`config.mk`:
```
export PLATFORM = sky130hd
export DESIGN_NAME = irq_vector_ctrl
export DESIGN_NICKNAME = d
export VERILOG_FILES = /design/src/rtl/irq_pkg.sv /design/src/rtl/irq_src_detect.sv /design/src/rtl/irq_flag_bank.sv /design/src/rtl/irq_accept.sv /design/src/rtl/irq_vector_ctrl.sv
export SDC_FILE = /design/constraint.sdc
export NUM_CORES = 1
export LEC_CHECK = 0
export BUFFER_PORTS_ARGS = -buffer_cell sky130_fd_sc_hd__buf_2
export CAP_MARGIN = 40
export CORE_MARGIN = 2
export CORE_UTILIZATION = 48
export CTS_CLUSTER_SIZE = 10
export DETAILED_ROUTE_END_ITERATION = 10
export PLACE_DENSITY = 0.79
export SLEW_MARGIN = 20
export SYNTH_ARGS = -nofsm -noshare
export SYNTH_HDL_FRONTEND = slang
export SYNTH_HIERARCHICAL = 1
export SYNTH_SLANG_ARGS = --single-unit
```
`constraint.sdc`:
```
create_clock -name clk -period 2 [get_ports clk]
set_clock_uncertainty 0.1 [all_clocks]
set_input_delay 0.4 -clock clk [delete_from_list [all_inputs] [get_ports clk]]
set_output_delay 0.4 -clock clk [all_outputs]
set_load 0.01 [all_outputs]
```
`src/rtl/irq_pkg.sv`:
```
package irq_pkg;

    localparam int DW     = 8;
    localparam int AW     = 2;
    localparam int N_CORE = 2;
    localparam int N_PERI = 5;

    // core flag indices
    localparam int CORE_PIN = 0;
    localparam int CORE_CHG = 1;

    typedef enum logic [AW-1:0] {
        RA_CTL  = 2'd0,
        RA_CFLG = 2'd1,
        RA_PEN  = 2'd2,
        RA_PFLG = 2'd3
    } reg_addr_e;

    // packed so that gie is bit 0
    typedef struct packed {
        logic chg_en;
        logic pin_en;
        logic edge_rise;
        logic peie;
        logic gie;
    } ctl_t;

    localparam int CTL_W = $bits(ctl_t);

    function automatic logic [DW-1:0] zext_ctl(input ctl_t c);
        return {{(DW-CTL_W){1'b0}}, c};
    endfunction

    function automatic logic [DW-1:0] zext_core(input logic [N_CORE-1:0] v);
        return {{(DW-N_CORE){1'b0}}, v};
    endfunction

    function automatic logic [DW-1:0] zext_peri(input logic [N_PERI-1:0] v);
        return {{(DW-N_PERI){1'b0}}, v};
    endfunction

endpackage

```
`src/rtl/irq_src_detect.sv`:
```
module irq_src_detect #(
    parameter int N_CHG = 4
) (
    input  logic             clk,
    input  logic             rst,
    input  logic             pin_i,
    input  logic             rise_sel_i,
    input  logic [N_CHG-1:0] port_i,
    input  logic             port_rd_i,
    output logic             pin_evt_o,
    output logic             chg_evt_o
);

    logic             pin_q;
    logic [N_CHG-1:0] ref_q;
    logic [N_CHG-1:0] diff;

    // reset captures the live levels so no spurious event follows reset
    always_ff @(posedge clk) begin
        if (rst) begin
            pin_q <= pin_i;
            ref_q <= port_i;
        end else begin
            pin_q <= pin_i;
            if (port_rd_i) begin
                ref_q <= port_i;
            end
        end
    end

    for (genvar i = 0; i < N_CHG; i++) begin : g_cmp
        assign diff[i] = port_i[i] ^ ref_q[i];
    end

    always_comb begin
        if (rise_sel_i) begin
            pin_evt_o = pin_i & ~pin_q;
        end else begin
            pin_evt_o = ~pin_i & pin_q;
        end
    end

    assign chg_evt_o = |diff;

    assert_ref_reload_R3: assert property (@(posedge clk) disable iff (rst)
        port_rd_i |=> (ref_q == $past(port_i)));

endmodule

```
`src/rtl/irq_flag_bank.sv`:
```
module irq_flag_bank #(
    parameter int N = 2
) (
    input  logic         clk,
    input  logic         rst,
    input  logic [N-1:0] set_i,
    input  logic [N-1:0] clr_i,
    output logic [N-1:0] flag_o
);

    for (genvar i = 0; i < N; i++) begin : g_bit
        logic q;

        always_ff @(posedge clk) begin
            if (rst) begin
                q <= 1'b0;
            end else if (set_i[i]) begin
                q <= 1'b1;
            end else if (clr_i[i]) begin
                q <= 1'b0;
            end
        end

        assign flag_o[i] = q;

        assert_set_wins_R5: assert property (@(posedge clk) disable iff (rst)
            set_i[i] |=> flag_o[i]);

        assert_sticky_R5: assert property (@(posedge clk) disable iff (rst)
            (flag_o[i] && !clr_i[i]) |=> flag_o[i]);
    end

endmodule

```
`src/rtl/irq_accept.sv`:
```
module irq_accept
    import irq_pkg::*;
#(
    parameter int PC_W   = 13,
    parameter int VECTOR = 4
) (
    input  logic            clk,
    input  logic            rst,
    input  logic            wr_ctl_i,
    input  ctl_t            wdata_i,
    input  logic            ack_i,
    input  logic            ret_i,
    input  logic            pend_i,
    output ctl_t            ctl_o,
    output logic            irq_req_o,
    output logic            push_ret_o,
    output logic            pc_load_o,
    output logic [PC_W-1:0] pc_vec_o
);

    ctl_t ctl_q;
    ctl_t ctl_d;
    logic take;
    logic vec_q;

    assign irq_req_o = ctl_q.gie & pend_i;
    assign take      = ack_i & irq_req_o;

    // priority: acceptance over return over bus write
    always_comb begin
        ctl_d = ctl_q;
        if (wr_ctl_i) begin
            ctl_d = wdata_i;
        end
        if (ret_i) begin
            ctl_d.gie = 1'b1;
        end
        if (take) begin
            ctl_d.gie = 1'b0;
        end
    end

    always_ff @(posedge clk) begin
        if (rst) begin
            ctl_q <= '0;
            vec_q <= 1'b0;
        end else begin
            ctl_q <= ctl_d;
            vec_q <= take;
        end
    end

    assign ctl_o      = ctl_q;
    assign push_ret_o = vec_q;
    assign pc_load_o  = vec_q;
    assign pc_vec_o   = PC_W'(VECTOR);

    assert_ack_clears_gie_R8: assert property (@(posedge clk) disable iff (rst)
        (ack_i && irq_req_o) |=> !ctl_o.gie);

    assert_single_load_R8: assert property (@(posedge clk) disable iff (rst)
        pc_load_o |=> !pc_load_o);

    assert_ret_sets_gie_R9: assert property (@(posedge clk) disable iff (rst)
        (ret_i && !ack_i) |=> ctl_o.gie);

endmodule

```
`src/rtl/irq_vector_ctrl.sv`:
```
module irq_vector_ctrl
    import irq_pkg::*;
#(
    parameter int PC_W   = 13,
    parameter int VECTOR = 4,
    parameter int N_CHG  = 4
) (
    input  logic              clk,
    input  logic              rst,
    input  logic              bus_wr,
    input  logic              bus_rd,
    input  logic [AW-1:0]     bus_addr,
    input  logic [DW-1:0]     bus_wdata,
    output logic [DW-1:0]     bus_rdata,
    input  logic              ext_pin,
    input  logic [N_CHG-1:0]  port_hi,
    input  logic              port_rd,
    input  logic [N_PERI-1:0] periph_evt,
    input  logic              irq_ack,
    input  logic              irq_ret,
    output logic              irq_req,
    output logic              push_ret,
    output logic              pc_load,
    output logic [PC_W-1:0]   pc_vector
);

    reg_addr_e          addr;
    ctl_t               ctl;
    logic               pin_evt;
    logic               chg_evt;
    logic [N_CORE-1:0]  core_set;
    logic [N_CORE-1:0]  core_clr;
    logic [N_CORE-1:0]  core_flg;
    logic [N_CORE-1:0]  core_en;
    logic [N_PERI-1:0]  peri_clr;
    logic [N_PERI-1:0]  peri_flg;
    logic [N_PERI-1:0]  peri_en_q;
    logic               pend;
    logic               unused_wdata;

    assign addr         = reg_addr_e'(bus_addr);
    assign unused_wdata = &{1'b0, bus_wdata[DW-1:CTL_W]};

    irq_src_detect #(.N_CHG(N_CHG)) u_src (
        .clk       (clk),
        .rst       (rst),
        .pin_i     (ext_pin),
        .rise_sel_i(ctl.edge_rise),
        .port_i    (port_hi),
        .port_rd_i (port_rd),
        .pin_evt_o (pin_evt),
        .chg_evt_o (chg_evt)
    );

    always_comb begin
        core_set           = '0;
        core_set[CORE_PIN] = pin_evt;
        core_set[CORE_CHG] = chg_evt;
        core_en            = '0;
        core_en[CORE_PIN]  = ctl.pin_en;
        core_en[CORE_CHG]  = ctl.chg_en;
    end

    assign core_clr = (bus_wr && addr == RA_CFLG) ? bus_wdata[N_CORE-1:0] : '0;
    assign peri_clr = (bus_wr && addr == RA_PFLG) ? bus_wdata[N_PERI-1:0] : '0;

    irq_flag_bank #(.N(N_CORE)) u_core_flags (
        .clk   (clk),
        .rst   (rst),
        .set_i (core_set),
        .clr_i (core_clr),
        .flag_o(core_flg)
    );

    irq_flag_bank #(.N(N_PERI)) u_peri_flags (
        .clk   (clk),
        .rst   (rst),
        .set_i (periph_evt),
        .clr_i (peri_clr),
        .flag_o(peri_flg)
    );

    always_ff @(posedge clk) begin
        if (rst) begin
            peri_en_q <= '0;
        end else if (bus_wr && addr == RA_PEN) begin
            peri_en_q <= bus_wdata[N_PERI-1:0];
        end
    end

    // two-level gating: peripheral group also needs peie
    assign pend = (|(core_flg & core_en)) | (ctl.peie & (|(peri_flg & peri_en_q)));

    irq_accept #(.PC_W(PC_W), .VECTOR(VECTOR)) u_accept (
        .clk       (clk),
        .rst       (rst),
        .wr_ctl_i  (bus_wr && addr == RA_CTL),
        .wdata_i   (ctl_t'(bus_wdata[CTL_W-1:0])),
        .ack_i     (irq_ack),
        .ret_i     (irq_ret),
        .pend_i    (pend),
        .ctl_o     (ctl),
        .irq_req_o (irq_req),
        .push_ret_o(push_ret),
        .pc_load_o (pc_load),
        .pc_vec_o  (pc_vector)
    );

    always_comb begin
        bus_rdata = '0;
        if (bus_rd) begin
            case (addr)
                RA_CTL:  bus_rdata = zext_ctl(ctl);
                RA_CFLG: bus_rdata = zext_core(core_flg);
                RA_PEN:  bus_rdata = zext_peri(peri_en_q);
                RA_PFLG: bus_rdata = zext_peri(peri_flg);
                default: bus_rdata = '0;
            endcase
        end
    end

    assert_pin_rise_R2: assert property (@(posedge clk) disable iff (rst)
        (ctl.edge_rise && $rose(ext_pin)) |=> core_flg[CORE_PIN]);

    assert_req_drops_R8: assert property (@(posedge clk) disable iff (rst)
        (irq_ack && irq_req) |=> !irq_req);

    assert_req_needs_gie_R6: assert property (@(posedge clk) disable iff (rst)
        irq_req |-> ctl.gie);

endmodule

```
==> results.sh <==
export IMPL_hold_path_class="in -> reg"
export IMPL_slowest_stage="a222oi_1"
export IMPL_start_util=0.5162
export IMPL_drc=0
export IMPL_drive_above_1_share=0.3416
export IMPL_ioPinCount=51
export IMPL_synth_top_family_by_area="buffers and inverters"
export IMPL_cts_num_sinks=23
export IMPL_place_gp_congestion=0.8607
export IMPL_fin_nets=189
export IMPL_yosysMostFrequentCell="buf_4"
export IMPL_rsz0062_at_grt="yes"
export IMPL_clk_latency_ps=310
export IMPL_postSynthCellCount=136
export IMPL_cts_root_buffer="clkbuf_4"
export IMPL_via_per_inst=5.010
export IMPL_cts_buffers=3
export IMPL_dp_slack_ps=34.46
export IMPL_cts_max_path_buffers=2
export IMPL_leakagePower_uw=0.0006901
export IMPL_hold_path_depth=1
export IMPL_crit_family="compound AO/OA/AOI/OAI gates"
export IMPL_synth_seq_area_share=0.3810
export IMPL_synthSimpleGateAreaFrac=0.1752
export IMPL_path_class="reg -> out"
export IMPL_cp_required_ps=1500
export IMPL_rows=18
export IMPL_start_kind="flop"
export IMPL_dp_hpwl_um=1928
export IMPL_routed_wl_um=2564
export IMPL_fp_dieW_um=56.32
export IMPL_post_route_period_util=1.110
export IMPL_synth_cell_type_count=29
export IMPL_worstPathMaxFanout=3
export IMPL_synthTopCellsByCount="buf_4, dfxtp_1, nor2_1"
export IMPL_layout_min_cycle_time_ps=2219
export IMPL_fin_area_um2=1423
export IMPL_maxCapViolCount=0
export IMPL_hold_violations=0
export IMPL_dpl_instance_area_um2=1355
export IMPL_pwr_share_seq=0.588
export IMPL_synth_adder_area_share=0
export IMPL_die_area_um2=3171
export IMPL_crit_buf_inv=1
export IMPL_ys_seq_elements=23
export IMPL_p_clk_frac=0.245
export IMPL_r2r_worst_path_cells=6
export IMPL_grt_pass1_vias=948
export IMPL_first_pass_iters=4
export IMPL_syn_to_final_growth_pct=8.285
export IMPL_violations="setup timing"
export IMPL_outcome="finished, violations left"
export IMPL_antenna_found_initial=0
export IMPL_power_density_nw_per_um2=620.8
export IMPL_endpoint_kind="output pin"
export IMPL_grt_pass1_wl_um=4174
export IMPL_gr_total_overflow=0
export IMPL_fin_cells=191
export IMPL_drt_initial_drc_count=15
export IMPL_numPlacedInstances=184
export IMPL_yosysWarnings=6
export IMPL_synth_area_um2=1314
export IMPL_fmax_ghz=0.4506
export IMPL_arrival_ps=1720
export IMPL_synth_edff_count=4
export IMPL_wl_per_cell_um=13.42
export IMPL_synth_top_area_cell="dfxtp_1"
export IMPL_p_int_uw=648.5
export IMPL_synth_area_top_cells="dfxtp_1, buf_4, edfxtp_1"
export IMPL_fp_coreArea_um2=2545
export IMPL_layout_setup_ws_ps=-219.2
export IMPL_crit_cells=5
export IMPL_setup_viol=1
export IMPL_drv_slew=0
export IMPL_finish_utilization=0.5590
export IMPL_synth_compound_area_frac=0.09143
export IMPL_synth_ff_type="dfxtp_1"
export IMPL_die_h_um=56.32
export IMPL_cts_htree_levels=1
export IMPL_diodes=0
export IMPL_grtUsageTotal=0.1688
export IMPL_slowest_delay_ps=370
export IMPL_power_switching_uw=234.7
export IMPL_vdd_drop_max_uv=447.1
export IMPL_combPwrFrac=0.167
export IMPL_cts_reportedPaths_clkPinSlew_ps=120
export IMPL_synth_top_area_share=0.2895
export IMPL_vias=957
export IMPL_timing_critical_path_cells="a222oi_1 > a21boi_1 > a221o_1 > and2_4 > buf_6"
export IMPL_switching_share=0.2657
export IMPL_synth_area_per_cell_um2=9.660
export IMPL_cts_tree="done"
export IMPL_synthMuxAreaShare=0.1362
export IMPL_io_buffers=31
export IMPL_synth_xor_area_frac=0.02667
export IMPL_drtAntennaViolNets=0
export IMPL_async_flop_share=0
export IMPL_setup_tns_ps=-219.2
export IMPL_grt_max_degree=19
==> worst paths after layout <==
kind	start	end	slack, ps
max	u_peri_flags/g_bit[3].q$_SDFFE_PP0P_	irq_req	-220
min	ext_pin	u_src/pin_q$_DFF_P_	100
max reg2reg	u_peri_flags/g_bit[3].q$_SDFFE_PP0P_	u_accept/ctl_o[0]$_SDFFE_PP0P_	150
min reg2reg	u_accept/ctl_o[0]$_SDFFE_PP0P_	u_accept/pc_load_o$_SDFF_PP0_	390
==> through the flow <==
step | total power, uW | hold WS (ps)
5_1_grt | 923.4 | 92.10
3_3_place_gp | 663.3 | 358.0
2_1_floorplan | 652.7 | 327.7
4_1_cts | 883.1 | 101.4
6_report | 883.2 | 102.2
3_5_place_dp | 669.1 | 363.5
==> layout by cell type (no fill, tap or decap), types with 2 or more instances in the layout <==
| cell type | n |
|---|---|
| and2_1 | 7 |
| nand2b_1 | 8 |
| a22oi_1 | 3 |
| inv_1 | 8 |
| dfxtp_1 | 17 |
| and3_2 | 3 |
| conb_1 | 16 |
| nor2_1 | 11 |
| buf_2 | 29 |
| edfxtp_1 | 4 |
| clkbuf_4 | 4 |
| a21oi_1 | 7 |
| xnor2_1 | 4 |
| buf_4 | 4 |
| mux2_2 | 3 |
| nor2b_1 | 4 |
| mux2i_1 | 10 |
| mux4_2 | 2 |
| dfxtp_2 | 2 |
==> layer usage <==
metal	global-route usage	wire [um]	up-vias
met5	0	0	-
met4	0.06122	31	0
met3	0.04839	136	4
met2	0.3126	1286	27
met1	0.1801	1109	457
li1	-	-	469
==> sequential cells by signal, summed over array words and instances (netlist names) <==
name,count
u_core_flags/g_bit.q,2
u_accept/pc_load_o,1
u_accept/ctl_o,5
u_src/ref_q,4
u_peri_flags/g_bit.q,5
peri_en_q,5
u_src/pin_q,1
==> kinds of logic after synthesis <==
group                  Yosys count
AND/OR/NAND/NOR                 40
buffers and inverters           35
flip-flops                      23
AO/OA/AOI/OAI                   16
multiplexers                    15
XOR/XNOR                         4
other                            3
==> final cells by class <==
type	count	area, um^2
Clock buffer	4	26.28
Fill cell	237	1122
Inverter	8	30.03
Multi-Input combinational cell	91	631.9
Sequential cell	23	503.0
Tap cell	30	37.54
Timing Repair Buffer	35	193.9
==> power by group through the flow <==
stage / clock network (uW) / logic (uW) / registers, uW
2_1_floorplan: 0 / 132 / 521
3_3_place_gp: 0 / 137 / 526
3_5_place_dp: 0 / 141 / 528
4_1_cts: 221 / 144 / 518
5_1_grt: 239 / 161 / 523
6_report: 217 / 148 / 519
==> timing repair <==
action                                 4_1_cts  5_1_grt
setup endpoints to repair                    1        3
resized for setup                            4        3
endpoints found under the hold margin        0        0
pin swaps                                    3        2
hold buffers                                 0        0
setup buffers                                2        1
(Power assumes the default switching activity.)
